[src/rtl/usb_in_ep_pkg.sv]
package usb_in_ep_pkg;

    typedef enum logic [2:0] {
        RSP_DATA0 = 3'd0,
        RSP_DATA1 = 3'd1,
        RSP_NAK   = 3'd2,
        RSP_STALL = 3'd3,
        RSP_ZLP   = 3'd4
    } rsp_kind_e;

    localparam int BIT_CLRTOG  = 6;
    localparam int BIT_SENTSTL = 5;
    localparam int BIT_STALL   = 4;
    localparam int BIT_FLUSH   = 3;
    localparam int BIT_URUN    = 2;
    localparam int BIT_NE      = 1;
    localparam int BIT_RDY     = 0;

    localparam int FLAG_SENTSTL = 0;
    localparam int FLAG_URUN    = 1;
    localparam int NUM_FLAGS    = 2;

    typedef struct packed {
        logic clr_tog;
        logic sentstl_clr;
        logic stall_wr;
        logic stall_val;
        logic flush;
        logic urun_clr;
        logic commit;
    } wr_cmd_t;

    typedef struct packed {
        rsp_kind_e kind;
        logic      stall_evt;
        logic      urun_evt;
        logic      launch;
        logic      launch_bulk;
    } decision_t;

    function automatic wr_cmd_t decode_wr(input logic wr, input logic [7:0] d);
        wr_cmd_t c;
        c.clr_tog     = wr & d[BIT_CLRTOG];
        c.sentstl_clr = wr & ~d[BIT_SENTSTL];
        c.stall_wr    = wr;
        c.stall_val   = d[BIT_STALL];
        c.flush       = wr & d[BIT_FLUSH];
        c.urun_clr    = wr & ~d[BIT_URUN];
        c.commit      = wr & d[BIT_RDY];
        return c;
    endfunction

endpackage

[src/rtl/usb_in_ep_sticky.sv]
module usb_in_ep_sticky #(
    parameter int N = 2
) (
    input  logic         clk,
    input  logic         rst,
    input  logic [N-1:0] hw_set,
    input  logic [N-1:0] sw_clr,
    output logic [N-1:0] q
);
    for (genvar i = 0; i < N; i++) begin : g_flag
        logic flag_q;
        always_ff @(posedge clk) begin
            if (rst)            flag_q <= 1'b0;
            else if (hw_set[i]) flag_q <= 1'b1;
            else if (sw_clr[i]) flag_q <= 1'b0;
        end
        assign q[i] = flag_q;
    end
endmodule

[src/rtl/usb_in_ep_toggle.sv]
module usb_in_ep_toggle (
    input  logic clk,
    input  logic rst,
    input  logic clr,
    input  logic launch_bulk,
    input  logic host_ack,
    output logic tog
);
    logic tog_q;
    logic ack_wait_q;

    always_ff @(posedge clk) begin
        if (rst) begin
            tog_q      <= 1'b0;
            ack_wait_q <= 1'b0;
        end else begin
            if (clr)                          tog_q <= 1'b0;
            else if (host_ack && ack_wait_q)  tog_q <= ~tog_q;
            if (launch_bulk)                  ack_wait_q <= 1'b1;
            else if (host_ack)                ack_wait_q <= 1'b0;
        end
    end

    assign tog = tog_q;

    p_clear_forces_data0_r2: assert property (@(posedge clk) disable iff (rst)
        clr |=> !tog);

    p_ack_flips_r11: assert property (@(posedge clk) disable iff (rst)
        host_ack && ack_wait_q && !clr |=> tog != $past(tog));

endmodule

[src/rtl/usb_in_ep_slots.sv]
module usb_in_ep_slots #(
    parameter int DBL_SLOTS = 2
) (
    input  logic clk,
    input  logic rst,
    input  logic cfg_dbl,
    input  logic stage_mode,
    input  logic commit,
    input  logic flush_req,
    input  logic sof,
    input  logic wipe,
    input  logic launch,
    input  logic tx_done,
    output logic pend_nz,
    output logic rdy_rd,
    output logic fifo_ne,
    output logic flush_busy,
    output logic tx_fin
);
    localparam int CNT_W = $clog2(DBL_SLOTS + 1);
    localparam int EXT_W = CNT_W + 1;

    logic [CNT_W-1:0] pend_q, pend_n, cap;
    logic             staged_q, staged_n;
    logic             busy_q, flush_q;
    logic [EXT_W-1:0] pend_x, occ, cap_x, dec_raw, dec_total;
    logic             inc_direct, stage_set, promote, dec_tx, dec_fl, drop_staged;

    always_comb begin
        cap         = cfg_dbl ? CNT_W'(DBL_SLOTS) : CNT_W'(1);
        cap_x       = {1'b0, cap};
        pend_x      = {1'b0, pend_q};
        occ         = pend_x + EXT_W'(staged_q);
        tx_fin      = tx_done & busy_q;
        inc_direct  = commit & ~stage_mode & (occ < cap_x);
        stage_set   = commit & stage_mode & ~staged_q & (occ < cap_x);
        dec_tx      = tx_fin & (pend_q != '0);
        dec_fl      = flush_q & (pend_q != '0);
        drop_staged = flush_q & (pend_q == '0) & staged_q;
        promote     = sof & staged_q & ~drop_staged;
        dec_raw     = EXT_W'(dec_tx) + EXT_W'(dec_fl);
        dec_total   = (dec_raw > pend_x) ? pend_x : dec_raw;

        if (wipe) begin
            pend_n   = '0;
            staged_n = 1'b0;
        end else begin
            pend_n = CNT_W'(pend_x + EXT_W'(inc_direct) + EXT_W'(promote) - dec_total);
            if (stage_set)                   staged_n = 1'b1;
            else if (promote || drop_staged) staged_n = 1'b0;
            else                             staged_n = staged_q;
        end
    end

    always_ff @(posedge clk) begin
        if (rst) begin
            pend_q   <= '0;
            staged_q <= 1'b0;
            busy_q   <= 1'b0;
            flush_q  <= 1'b0;
        end else begin
            pend_q   <= pend_n;
            staged_q <= staged_n;
            busy_q   <= launch | (busy_q & ~tx_done);
            flush_q  <= flush_req;
        end
    end

    assign pend_nz    = (pend_q != '0);
    assign rdy_rd     = ~staged_q & (pend_q == cap);
    assign fifo_ne    = (occ != '0);
    assign flush_busy = flush_q;

    p_ne_covers_rdy_r7: assert property (@(posedge clk) disable iff (rst)
        rdy_rd |-> fifo_ne);

    p_sof_promotes_r9: assert property (@(posedge clk) disable iff (rst)
        sof && staged_q && !flush_q && !wipe |=> !staged_q && pend_q != '0);

    p_flush_drops_one_r5: assert property (@(posedge clk) disable iff (rst)
        flush_q && pend_q != '0 && !tx_fin && !inc_direct && !promote && !wipe
        |=> pend_q == $past(pend_q) - 1'b1);

endmodule

[src/rtl/usb_in_ep_ctrl.sv]
module usb_in_ep_ctrl
    import usb_in_ep_pkg::*;
#(
    parameter int DBL_SLOTS = 2,
    parameter int REG_W     = 8
) (
    input  logic             clk,
    input  logic             rst,
    input  logic             cfg_iso,
    input  logic             cfg_dbl,
    input  logic             cfg_sof_upd,
    input  logic             irq_en,
    input  logic             reg_wr,
    input  logic [REG_W-1:0] reg_wdata,
    output logic [REG_W-1:0] reg_rdata,
    input  logic             tok_in,
    input  logic             sof,
    input  logic             host_ack,
    input  logic             tx_done,
    output logic             resp_valid,
    output logic [2:0]       resp_kind,
    output logic             irq
);
    wr_cmd_t        cmd;
    decision_t      dec;
    logic           stall_q;
    logic           tog;
    logic           pend_nz, rdy_rd, fifo_ne, flush_busy, tx_fin;
    logic [NUM_FLAGS-1:0] flag_set, flag_clr, flags;
    logic           resp_valid_q, irq_q;
    rsp_kind_e      resp_kind_q;

    assign cmd = decode_wr(reg_wr, reg_wdata[7:0]);

    always_comb begin
        dec = '{kind: RSP_NAK, stall_evt: 1'b0, urun_evt: 1'b0,
                launch: 1'b0, launch_bulk: 1'b0};
        if (tok_in) begin
            if (stall_q && !cfg_iso) begin
                dec.kind      = RSP_STALL;
                dec.stall_evt = 1'b1;
            end else if (!pend_nz) begin
                dec.kind     = cfg_iso ? RSP_ZLP : RSP_NAK;
                dec.urun_evt = 1'b1;
            end else begin
                dec.kind        = (cfg_iso || !tog) ? RSP_DATA0 : RSP_DATA1;
                dec.launch      = 1'b1;
                dec.launch_bulk = ~cfg_iso;
            end
        end
    end

    usb_in_ep_slots #(.DBL_SLOTS(DBL_SLOTS)) u_slots (
        .clk        (clk),
        .rst        (rst),
        .cfg_dbl    (cfg_dbl),
        .stage_mode (cfg_iso & cfg_sof_upd),
        .commit     (cmd.commit),
        .flush_req  (cmd.flush),
        .sof        (sof),
        .wipe       (dec.stall_evt),
        .launch     (dec.launch),
        .tx_done    (tx_done),
        .pend_nz    (pend_nz),
        .rdy_rd     (rdy_rd),
        .fifo_ne    (fifo_ne),
        .flush_busy (flush_busy),
        .tx_fin     (tx_fin)
    );

    usb_in_ep_toggle u_toggle (
        .clk         (clk),
        .rst         (rst),
        .clr         (cmd.clr_tog),
        .launch_bulk (dec.launch_bulk),
        .host_ack    (host_ack),
        .tog         (tog)
    );

    always_comb begin
        flag_set[FLAG_SENTSTL] = dec.stall_evt;
        flag_clr[FLAG_SENTSTL] = cmd.sentstl_clr;
        flag_set[FLAG_URUN]    = dec.urun_evt;
        flag_clr[FLAG_URUN]    = cmd.urun_clr;
    end

    usb_in_ep_sticky #(.N(NUM_FLAGS)) u_flags (
        .clk    (clk),
        .rst    (rst),
        .hw_set (flag_set),
        .sw_clr (flag_clr),
        .q      (flags)
    );

    always_ff @(posedge clk) begin
        if (rst) begin
            stall_q      <= 1'b0;
            resp_valid_q <= 1'b0;
            resp_kind_q  <= RSP_DATA0;
            irq_q        <= 1'b0;
        end else begin
            if (cmd.stall_wr) stall_q <= cmd.stall_val;
            resp_valid_q <= tok_in;
            if (tok_in) resp_kind_q <= dec.kind;
            irq_q        <= irq_en & tx_fin;
        end
    end

    always_comb begin
        reg_rdata              = '0;
        reg_rdata[BIT_SENTSTL] = flags[FLAG_SENTSTL];
        reg_rdata[BIT_STALL]   = stall_q;
        reg_rdata[BIT_FLUSH]   = flush_busy;
        reg_rdata[BIT_URUN]    = flags[FLAG_URUN];
        reg_rdata[BIT_NE]      = fifo_ne;
        reg_rdata[BIT_RDY]     = rdy_rd;
    end

    assign resp_valid = resp_valid_q;
    assign resp_kind  = resp_kind_q;
    assign irq        = irq_q;

    p_resp_after_token_r12: assert property (@(posedge clk) disable iff (rst)
        resp_valid |-> $past(tok_in));

    p_stall_marks_and_empties_r3: assert property (@(posedge clk) disable iff (rst)
        resp_valid && resp_kind == RSP_STALL |-> reg_rdata[BIT_SENTSTL] && !reg_rdata[BIT_NE]);

    p_underrun_flag_r6: assert property (@(posedge clk) disable iff (rst)
        resp_valid && (resp_kind == RSP_NAK || resp_kind == RSP_ZLP) |-> reg_rdata[BIT_URUN]);

    p_hw_set_wins_r4: assert property (@(posedge clk) disable iff (rst)
        tok_in && !pend_nz && !(stall_q && !cfg_iso) && reg_wr |=> reg_rdata[BIT_URUN]);

    p_iso_only_data0_r11: assert property (@(posedge clk) disable iff (rst)
        resp_valid && $past(cfg_iso) |-> resp_kind != RSP_DATA1 && resp_kind != RSP_STALL);

    p_irq_source_r10: assert property (@(posedge clk) disable iff (rst)
        irq |-> $past(tx_done) && $past(irq_en));

endmodule

[config.mk]
export PLATFORM = sky130hd
export DESIGN_NAME = usb_in_ep_ctrl
export DESIGN_NICKNAME = d
export VERILOG_FILES = /design/src/rtl/usb_in_ep_pkg.sv /design/src/rtl/usb_in_ep_sticky.sv /design/src/rtl/usb_in_ep_toggle.sv /design/src/rtl/usb_in_ep_slots.sv /design/src/rtl/usb_in_ep_ctrl.sv
export SDC_FILE = /design/constraint.sdc
export NUM_CORES = 1
export LEC_CHECK = 0
export ABC_AREA = 1
export BUFFER_PORTS_ARGS = -buffer_cell sky130_fd_sc_hd__buf_2
export CAP_MARGIN = 20
export CELL_PAD_IN_SITES_DETAIL_PLACEMENT = 0
export CELL_PAD_IN_SITES_GLOBAL_PLACEMENT = 1
export CORE_UTILIZATION = 33
export CTS_CLUSTER_SIZE = 30
export DETAILED_ROUTE_END_ITERATION = 7
export PLACE_DENSITY_LB_ADDON = 0.2
export SLEW_MARGIN = 40
export SYNTH_ARGS = -nofsm -noshare
export SYNTH_HDL_FRONTEND = slang
export SYNTH_SLANG_ARGS = --single-unit
[constraint.sdc]
create_clock -name clk -period 3.09 [get_ports clk]
set_input_delay 0.309 -clock clk [delete_from_list [all_inputs] [get_ports clk]]
set_output_delay 0.309 -clock clk [all_outputs]
set_load 0.01 [all_outputs]
Word-level counts from Yosys, hierarchy flattened
Index checks and enable logic that the tools add are counted.
{ "totals": {"inputBits": 19, "output_inout_bits": 13, "rom_bits": 0, "latchBits": 0, "word_cells": 84, "register_bits": 15, "mem_bits_rw": 0, "memories": 0} }
{ "classes": {"n_shift": 0, "magnitude_cmp": 2, "bitwise_logic": 30, "n_div": 0, "multipliers": 0, "reduce_logical": 15, "n_mux": 19, "addsub": 5, "n_eq_ne": 1} }
{ "op_table": {"columns": ["operator", "count"], "rows": [
  ["1-bit AND", 21],
  ["3-bit 2-to-1 mux", 4],
  ["1-bit 2-to-1 mux", 11],
  ["2-bit nonzero test", 5],
  ["1-bit inverter", 8],
  ["7-bit 2-to-1 mux", 1],
  ["2-bit 2-to-1 mux", 3],
  ["2-bit by 1-bit adder with 2-bit output", 2],
  ["2-bit OR reduction", 2],
  ["2-bit by 1-bit adder with 3-bit output", 1],
  ["3-bit by 2-bit greater-than comparator with 1-bit output", 1],
  ["3-bit by 2-bit < comparator with 1-bit output", 1],
  ["3-bit nonzero test", 1],
  ["1-bit by 1-bit adder with 2-bit output", 1],
  ["2-bit equality test", 1],
  ["1-bit logical AND", 2],
  ["1-bit logical NOT", 2],
  ["2-bit logical NOT", 1],
  ["1-bit logical OR", 2],
  ["2-bit subtractor", 1],
  ["1-bit bitwise OR", 1]
]} }

Depth between registers and ports, before layout
Gate-level depths: netlist of run 1.
{ "depth": {"ltp_word": 8, "ltp_mapped": 15, "mapped_depth_nobuf": 15} }

Modules after synthesis
From an unflattened synthesis of run 1, not the netlist that was laid out.
{ "hier_totals": {"hier_cells": 147, "area_unflattened_um2": 967.2} }
{ "modules_own_cells": {"columns": ["module", "cells_per_inst", "n_inst", "area_each_um2", "seq_area_each_um2"], "rows": [
  ["usb_in_ep_slots", 69, 1, 466.7, 100.1],
  ["usb_in_ep_ctrl", 55, 1, 335.3, 120.1],
  ["usb_in_ep_sticky", 12, 1, 87.6, 40.0],
  ["usb_in_ep_toggle", 11, 1, 77.6, 40.0]
]} }

Worst setup path before layout of run 1
No wires, ideal clock.
{ "synth_timing": {"kind": "flip-flop to flip-flop", "from": "reg u_slots.pend_q[0]", "to": "reg u_slots.pend_q[0]", "required_ns": 3.026, "arrival_time_ns": 2.333, "path_buffers": 0, "synth_period_minus_slack_ns": 2.397, "stages_incl_launch_ff": 15, "setup_time_ns": 0.064, "setup_slack_ns": 0.693, "cell_sequence": "dfxtp_1 nor2_4 nor2_1 ha_1 inv_1 ha_1 nand2_1 o21ai_0 nand2_1 o21ai_0 ha_1 inv_1 fa_1 inv_1 nor2_1"} }
{ "synth_between": {"elab_chain_cells": 7, "word_cells_on_any_way": 17, "cone_classes": "add/sub: 5; order compare: 2; mux: 1; bitwise: 7; reduce/logical: 2"} }
{ "synth_rtl": {"columns": ["item", "line_no", "source"], "rows": [
  ["start: declaration", "usb_in_ep_slots.sv:23", "logic [CNT_W-1:0] pend_q, pend_n, cap;"],
  ["start signal: assignment", "usb_in_ep_slots.sv:62", "pend_q <= pend_n;"],
  ["parallel branches: the longest is 6 deep, another holds 2-bit by 1-bit adder with 3-bit output", null, null],
  ["2-bit subtractor (*)", "usb_in_ep_slots.sv:48", "pend_n = CNT_W'(pend_x + EXT_W'(inc_direct) + EXT_W'(promote) - dec_total);"]
]} }
Every way passes the cells marked *.
A chain may end at the register's enable or synchronous reset.

Final worst setup path of run 1
{ "layout_timing": {"from": "reg u_slots.pend_q[0]", "to": "reg u_slots.pend_q[1]"} }
Same word-level chain as after synthesis.

==> results.json, run 1 <==
{
  "ios": 32,
  "synth.most_common_cell": "nand2_1",
  "wl_um": 1793,
  "finalMaxSlewViolations": 0,
  "cts_root_buffer": "clkbuf_4",
  "tns_ns": 0,
  "endpoint": "u_slots.pend_q[1]",
  "drive_gt1_share_pct": 23.03,
  "synth_common_cells": "nand2_1, inv_1, dfxtp_1",
  "grt_pass1_wl_um": 3036,
  "crit_buf_inv": 3,
  "clkSinkCount": 15,
  "fin_nets": 181,
  "synth_top_area_share_pct": 32.65,
  "areaGrowthSynthToFinish_pct": 14.15,
  "antenna_cells": 0,
  "clk_latency_ns": 0.28,
  "synth_cells": 130,
  "maxCapViolCount": 0,
  "end_kind": "flop",
  "cts_tree": "built",
  "synth_cell_types": 21,
  "drt_iter0_drc": 16,
  "overflow": 0,
  "arrival_ns": 2.91,
  "viasPerCell": 4.390,
  "ir_worst_vdd_mv": 0.2954,
  "worst-setup-path-type": "flop to flop",
  "ant_nets": 0,
  "core-area_mm2": 0.002545,
  "hold-path-cell-count": 3,
  "p_leak_nw": 0.5608,
  "multi_input_comb_area_um2": 464.2,
  "worst_r2r_endpoint": "u_slots.pend_q[1]",
  "synthArstFlopShare_pct": 0,
  "synth_ff_type": "dfxtp_1",
  "rows": 18,
  "cts_buffers": 3,
  "crit_chain": "nor2_4, nor2_1, ha_1, ha_1, inv_1, nor2_1, o21ai_0, o21ai_0, ha_1, inv_1, fa_1, inv_1, nand2_1, a21oi_1",
  "sequential_cell_area_um2": 300.3,
  "dp_hpwl_um": 1458,
  "hold_class": "input port to flop",
  "synth.avg_cell_area_um2": 7.074,
  "max_clock_freq_mhz": 371.5,
  "first_pass_iters": 4,
  "grt_pass1_vias": 697,
  "dp_slack_ns": 0.4258,
  "port-buffer-count": 27,
  "nFillCells": 281,
  "holdBufCountCts": 0,
  "start_util_pct": 36.14,
  "setup_ws_ns": 0.3983,
  "hold_viol": 0,
  "cp_top_family": "adder cells",
  "postCtsSetupBuffers": 0,
  "finalSetupViolations": 0,
  "htreeDepth": 1,
  "fin_crit_sh_pct": 87.11,
  "slowest_stage": "dfxtp_1",
  "critPathLaunch": "u_slots.pend_q[0]",
  "gp_congestion": 0.7823,
  "worstPathRequired_ns": 3.31,
  "min_period_ns": 2.692,
  "yosysTopAreaCell": "dfxtp_1",
  "max_stage_delay_ns": 0.41,
  "r2r_cells": 14,
  "critPathMaxFanout": 8,
  "remaining_drc_errors": 0,
  "grt_max_degree": 11,
  "die-area_mm2": 0.003002,
  "dieWidth_um": 54.79,
  "via_count": 799,
  "antenna_found_initial": 0,
  "status": "finished clean",
  "start_kind": "flop",
  "wl_per_cell_um": 9.852,
  "min-delay-start": "reg_wdata[3]",
  "timing.rr.start": "u_slots.pend_q[0]",
  "place_inst": 178,
  "syn_area_um2": 919.6,
  "worst-path-stages": 14,
  "postLayoutCoreUtil_pct": 41.25,
  "grt_use_total_pct": 14.77,
  "ctsResizeCount": 0,
  "rsz0062_at_grt": "no",
  "netlist_top_cells_area": "dfxtp_1, nand2_1, ha_1",
  "die_h_um": 54.79,
  "yosysSeqAreaShare_pct": 32.65,
  "rrSetupSlack_ns": 0.40,
  "fin_skew_ns": 0.002695,
  "synth-edff-count": 0,
  "powerDensity_mw_per_mm2": 490.8,
  "stdcell_count": 182,
  "path_clk_slew_ns": 0.09,
  "ctsLongestPathBuffers": 2,
  "synth_seq_cells": 15,
  "yosysWarnings": 0
}
[worst min-delay path: stages]
cell	delay [ns]
buf_2	0.09
nand2_1	0.05
nor2_1	0.03
[cell families (layout without fill, tap and decap cells)]
kind of cell    Yosys count  count (layout)  share of synthesized area [%]
simple gates             54              54                          25.31
buf+inv                  33              54                          17.28
compound gates           17              17                          9.523
flops                    15              15                          32.65
fa+ha+maj                 9               9                          13.88
other cells               1               2                         0.4078
xor+xnor                  1               1                         0.9526
[worst min path at each step]
stage / end / slack [ns]
2_1_floorplan: u_slots.flush_busy / 0.42
3_3_place_gp: resp_kind[2] / 0.45
3_5_place_dp: irq / 0.46
4_1_cts: u_slots.flush_busy / 0.23
5_1_grt: irq / 0.23
6_report: u_slots.flush_busy / 0.24
[where the power goes]
group / internal, mW / switching, mW / total (mW) / leakage (nW)
registers: 0.211 / 0.0194 / 0.231 / 0.123
clock network: 0.0501 / 0.0620 / 0.112 / 0.0150
logic: 0.0696 / 0.103 / 0.172 / 0.423
[metrics by stage]
step	cell area [µm²]	hold slack, ns	power (mW)
after floorplan	923.4	0.4228	0.3742
after global placement	1023	0.4505	0.4052
after detailed placement	1023	0.4553	0.4087
after CTS	1050	0.2306	0.5217
after global routing	1050	0.2318	0.5661
final	1050	0.2401	0.5152
[flip-flops by register name, indices dropped and copies added (netlist names)]
name / cells
u_slots.busy_q: 1
stall_q: 1
u_toggle.ack_wait_q: 1
irq: 1
u_slots.staged_q: 1
u_slots.flush_busy: 1
resp_kind: 3
resp_valid: 1
u_toggle.tog: 1
u_flags.g_flag.flag_q: 2
u_slots.pend_q: 2
[area by class of cell]
class | count | area share, %
clock buffer | 4 | 2.503
timing repair buffer | 27 | 12.87
tap | 30 | 3.576
multi-input combinational | 83 | 44.22
inverter | 23 | 8.224
sequential | 15 | 28.61
[routing by layer]
metal  part of all wire [%]  GRT usage (%)  up-vias
met3                    6.4          5.833        2
met1                     55          20.83      330
met5                      0              0        -
met2                     38          20.48       26
li1                       -              -      441
met4                   0.56          3.846        0
[cell usage in the layout (no fill, tap or decap), types with 2 or more instances in the layout]
| cell | instances |
|---|---|
| nor2_1 | 14 |
| inv_1 | 22 |
| nand3_1 | 5 |
| clkbuf_4 | 3 |
| nand2_1 | 27 |
| fa_1 | 2 |
| buf_2 | 27 |
| nand4_1 | 3 |
| o21ai_0 | 7 |
| a21oi_1 | 9 |
| conb_1 | 2 |
| ha_1 | 7 |
| dfxtp_1 | 15 |
Note: power is estimated with default switching activity, not from simulation.
==> run 2, diff against run 1 <==
Settings changed: CORE_UTILIZATION 33 to 35, CTS_BUF_LIST set to sky130_fd_sc_hd__clkbuf_4 sky130_fd_sc_hd__clkbuf_8, PLACE_DENSITY_LB_ADDON 0.2 to 0.1.
==> results.json, run 2 (synthesized netlist as in run 1, its figures left out) <==
{
  "critPathMaxFanout": 8,
  "rows": 18,
  "arrival_ns": 2.86,
  "areaGrowthSynthToFinish_pct": 14.56,
  "final_cell_mix": "nand2_1, buf_2, inv_1",
  "cts_buffers": 3,
  "postCtsSetupBuffers": 0,
  "clk_latency_ns": 0.28,
  "wl_per_cell_um": 9.835,
  "crit_chain": "nor2_4, nor2_1, ha_1, inv_1, ha_1, nand2_1, o21ai_0, nand2_1, o21ai_0, ha_1, inv_1, fa_1, inv_1, nand2_1, a21oi_1",
  "status": "finished clean",
  "finalMaxSlewViolations": 0,
  "min_period_ns": 2.644,
  "nFillCells": 286,
  "wl_um": 1790,
  "multi_input_comb_area_um2": 464.2,
  "drt_iter0_drc": 6,
  "slowest_stage": "dfxtp_1",
  "fin_nets": 181,
  "worst-setup-path-type": "flop to flop",
  "p_leak_nw": 0.5643,
  "drive_gt1_share_pct": 23.68,
  "rsz0062_at_grt": "no",
  "cts_tree": "built",
  "worstPathRequired_ns": 3.31,
  "path_clk_slew_ns": 0.08,
  "remaining_drc_errors": 0,
  "antenna_cells": 0,
  "first_pass_iters": 4,
  "start_util_pct": 37.12,
  "core-area_mm2": 0.002477,
  "grt_max_degree": 11,
  "cts_root_buffer": "clkbuf_4",
  "grt_pass1_wl_um": 3077,
  "end_kind": "flop",
  "largest_reg_flops": 3,
  "dp_hpwl_um": 1502,
  "grt_use_total_pct": 15.49,
  "maxCapViolCount": 0,
  "powerDensity_mw_per_mm2": 495.0,
  "place_inst": 178,
  "port-buffer-count": 27,
  "hold_class": "input port to flop",
  "hold_viol": 0,
  "ir_worst_vdd_mv": 0.2684,
  "tns_ns": 0,
  "fin_skew_ns": 0.0003937,
  "final_cell_area_mm2": 0.001054,
  "finalSetupViolations": 0,
  "sequential_cell_area_um2": 300.3,
  "gp_congestion": 0.7207,
  "holdBufCountCts": 0,
  "dieWidth_um": 53.26,
  "placed_area_mm2": 0.001023,
  "max_clock_freq_mhz": 378.2,
  "die_h_um": 53.26,
  "stdcell_count": 182,
  "via_count": 830,
  "start_kind": "flop",
  "ant_nets": 0,
  "clkSinkCount": 15,
  "grt_pass1_vias": 791,
  "htreeDepth": 1,
  "viasPerCell": 4.560,
  "fin_crit_sh_pct": 85.58,
  "overflow": 0,
  "ios": 32,
  "ctsResizeCount": 0,
  "antenna_found_initial": 0,
  "die-area_mm2": 0.002837,
  "ctsLongestPathBuffers": 2,
  "max_stage_delay_ns": 0.41
}
[run 2: cell counts in the layout (fill, tap and decap cells not counted)]
No cell type changed its count.
[run 2: cell type report]
cell class / count / share of cell area (%)
clock buffers: 4 / 2.850
well taps: 30 / 3.563
repair buffers: 27 / 12.83
multi-input cells: 83 / 44.06
inverters: 23 / 8.195
flip-flops and latches: 15 / 28.50
[run 2: worst max-delay path, delay by kind of cell (launching register included)]
family	cells	cell delay, ns
AOI/OAI and AO/OA	3	0.28
adders and majority gates	4	1.25
buffers and inverters	3	0.16
DFF	1	0.41
and+or+nand+nor	5	0.49
[run 2: path summary, 6_finish.rpt]
check | startpoint | end | slack, ns | depth (start not counted)
max reg2reg | u_slots.pend_q[0] | u_slots.pend_q[1] | 0.45 | 15
min reg2reg | u_slots.busy_q | irq | 0.46 | 2
max | u_slots.pend_q[0] | u_slots.pend_q[1] | 0.45 | 15
min | reg_wdata[3] | u_slots.flush_busy | 0.24 | 3
[run 2: layer usage]
layer,vias to the layer above,global-route usage (%),routed length (µm),part of all wire (%)
met4,0,10.09,32,1.8
li1,440,-,-,-
met2,20,27.08,899,50
met5,-,0,0,0
met3,5,4.598,72,4.0
met1,365,15.69,785,44
[run 2: metrics by stage]
step                worst slack (ns)  hold WS [ns]  power (mW)  util (%)
floorplan                     0.6935        0.4228      0.3742         -
global placement              0.4933        0.4550      0.4053     41.31
detailed placement            0.4525        0.4554      0.4101     41.31
CTS                           0.4268        0.2429      0.5286     42.53
global route                  0.2462        0.2253      0.5696     42.53
finish                        0.4456        0.2418      0.5215     42.53
[run 2: power breakdown]
group	total (mW)	switching, mW	internal, mW	leakage (nW)
clock network	0.119	0.0598	0.0589	0.0184
logic	0.172	0.102	0.0700	0.423
registers	0.230	0.0192	0.211	0.123
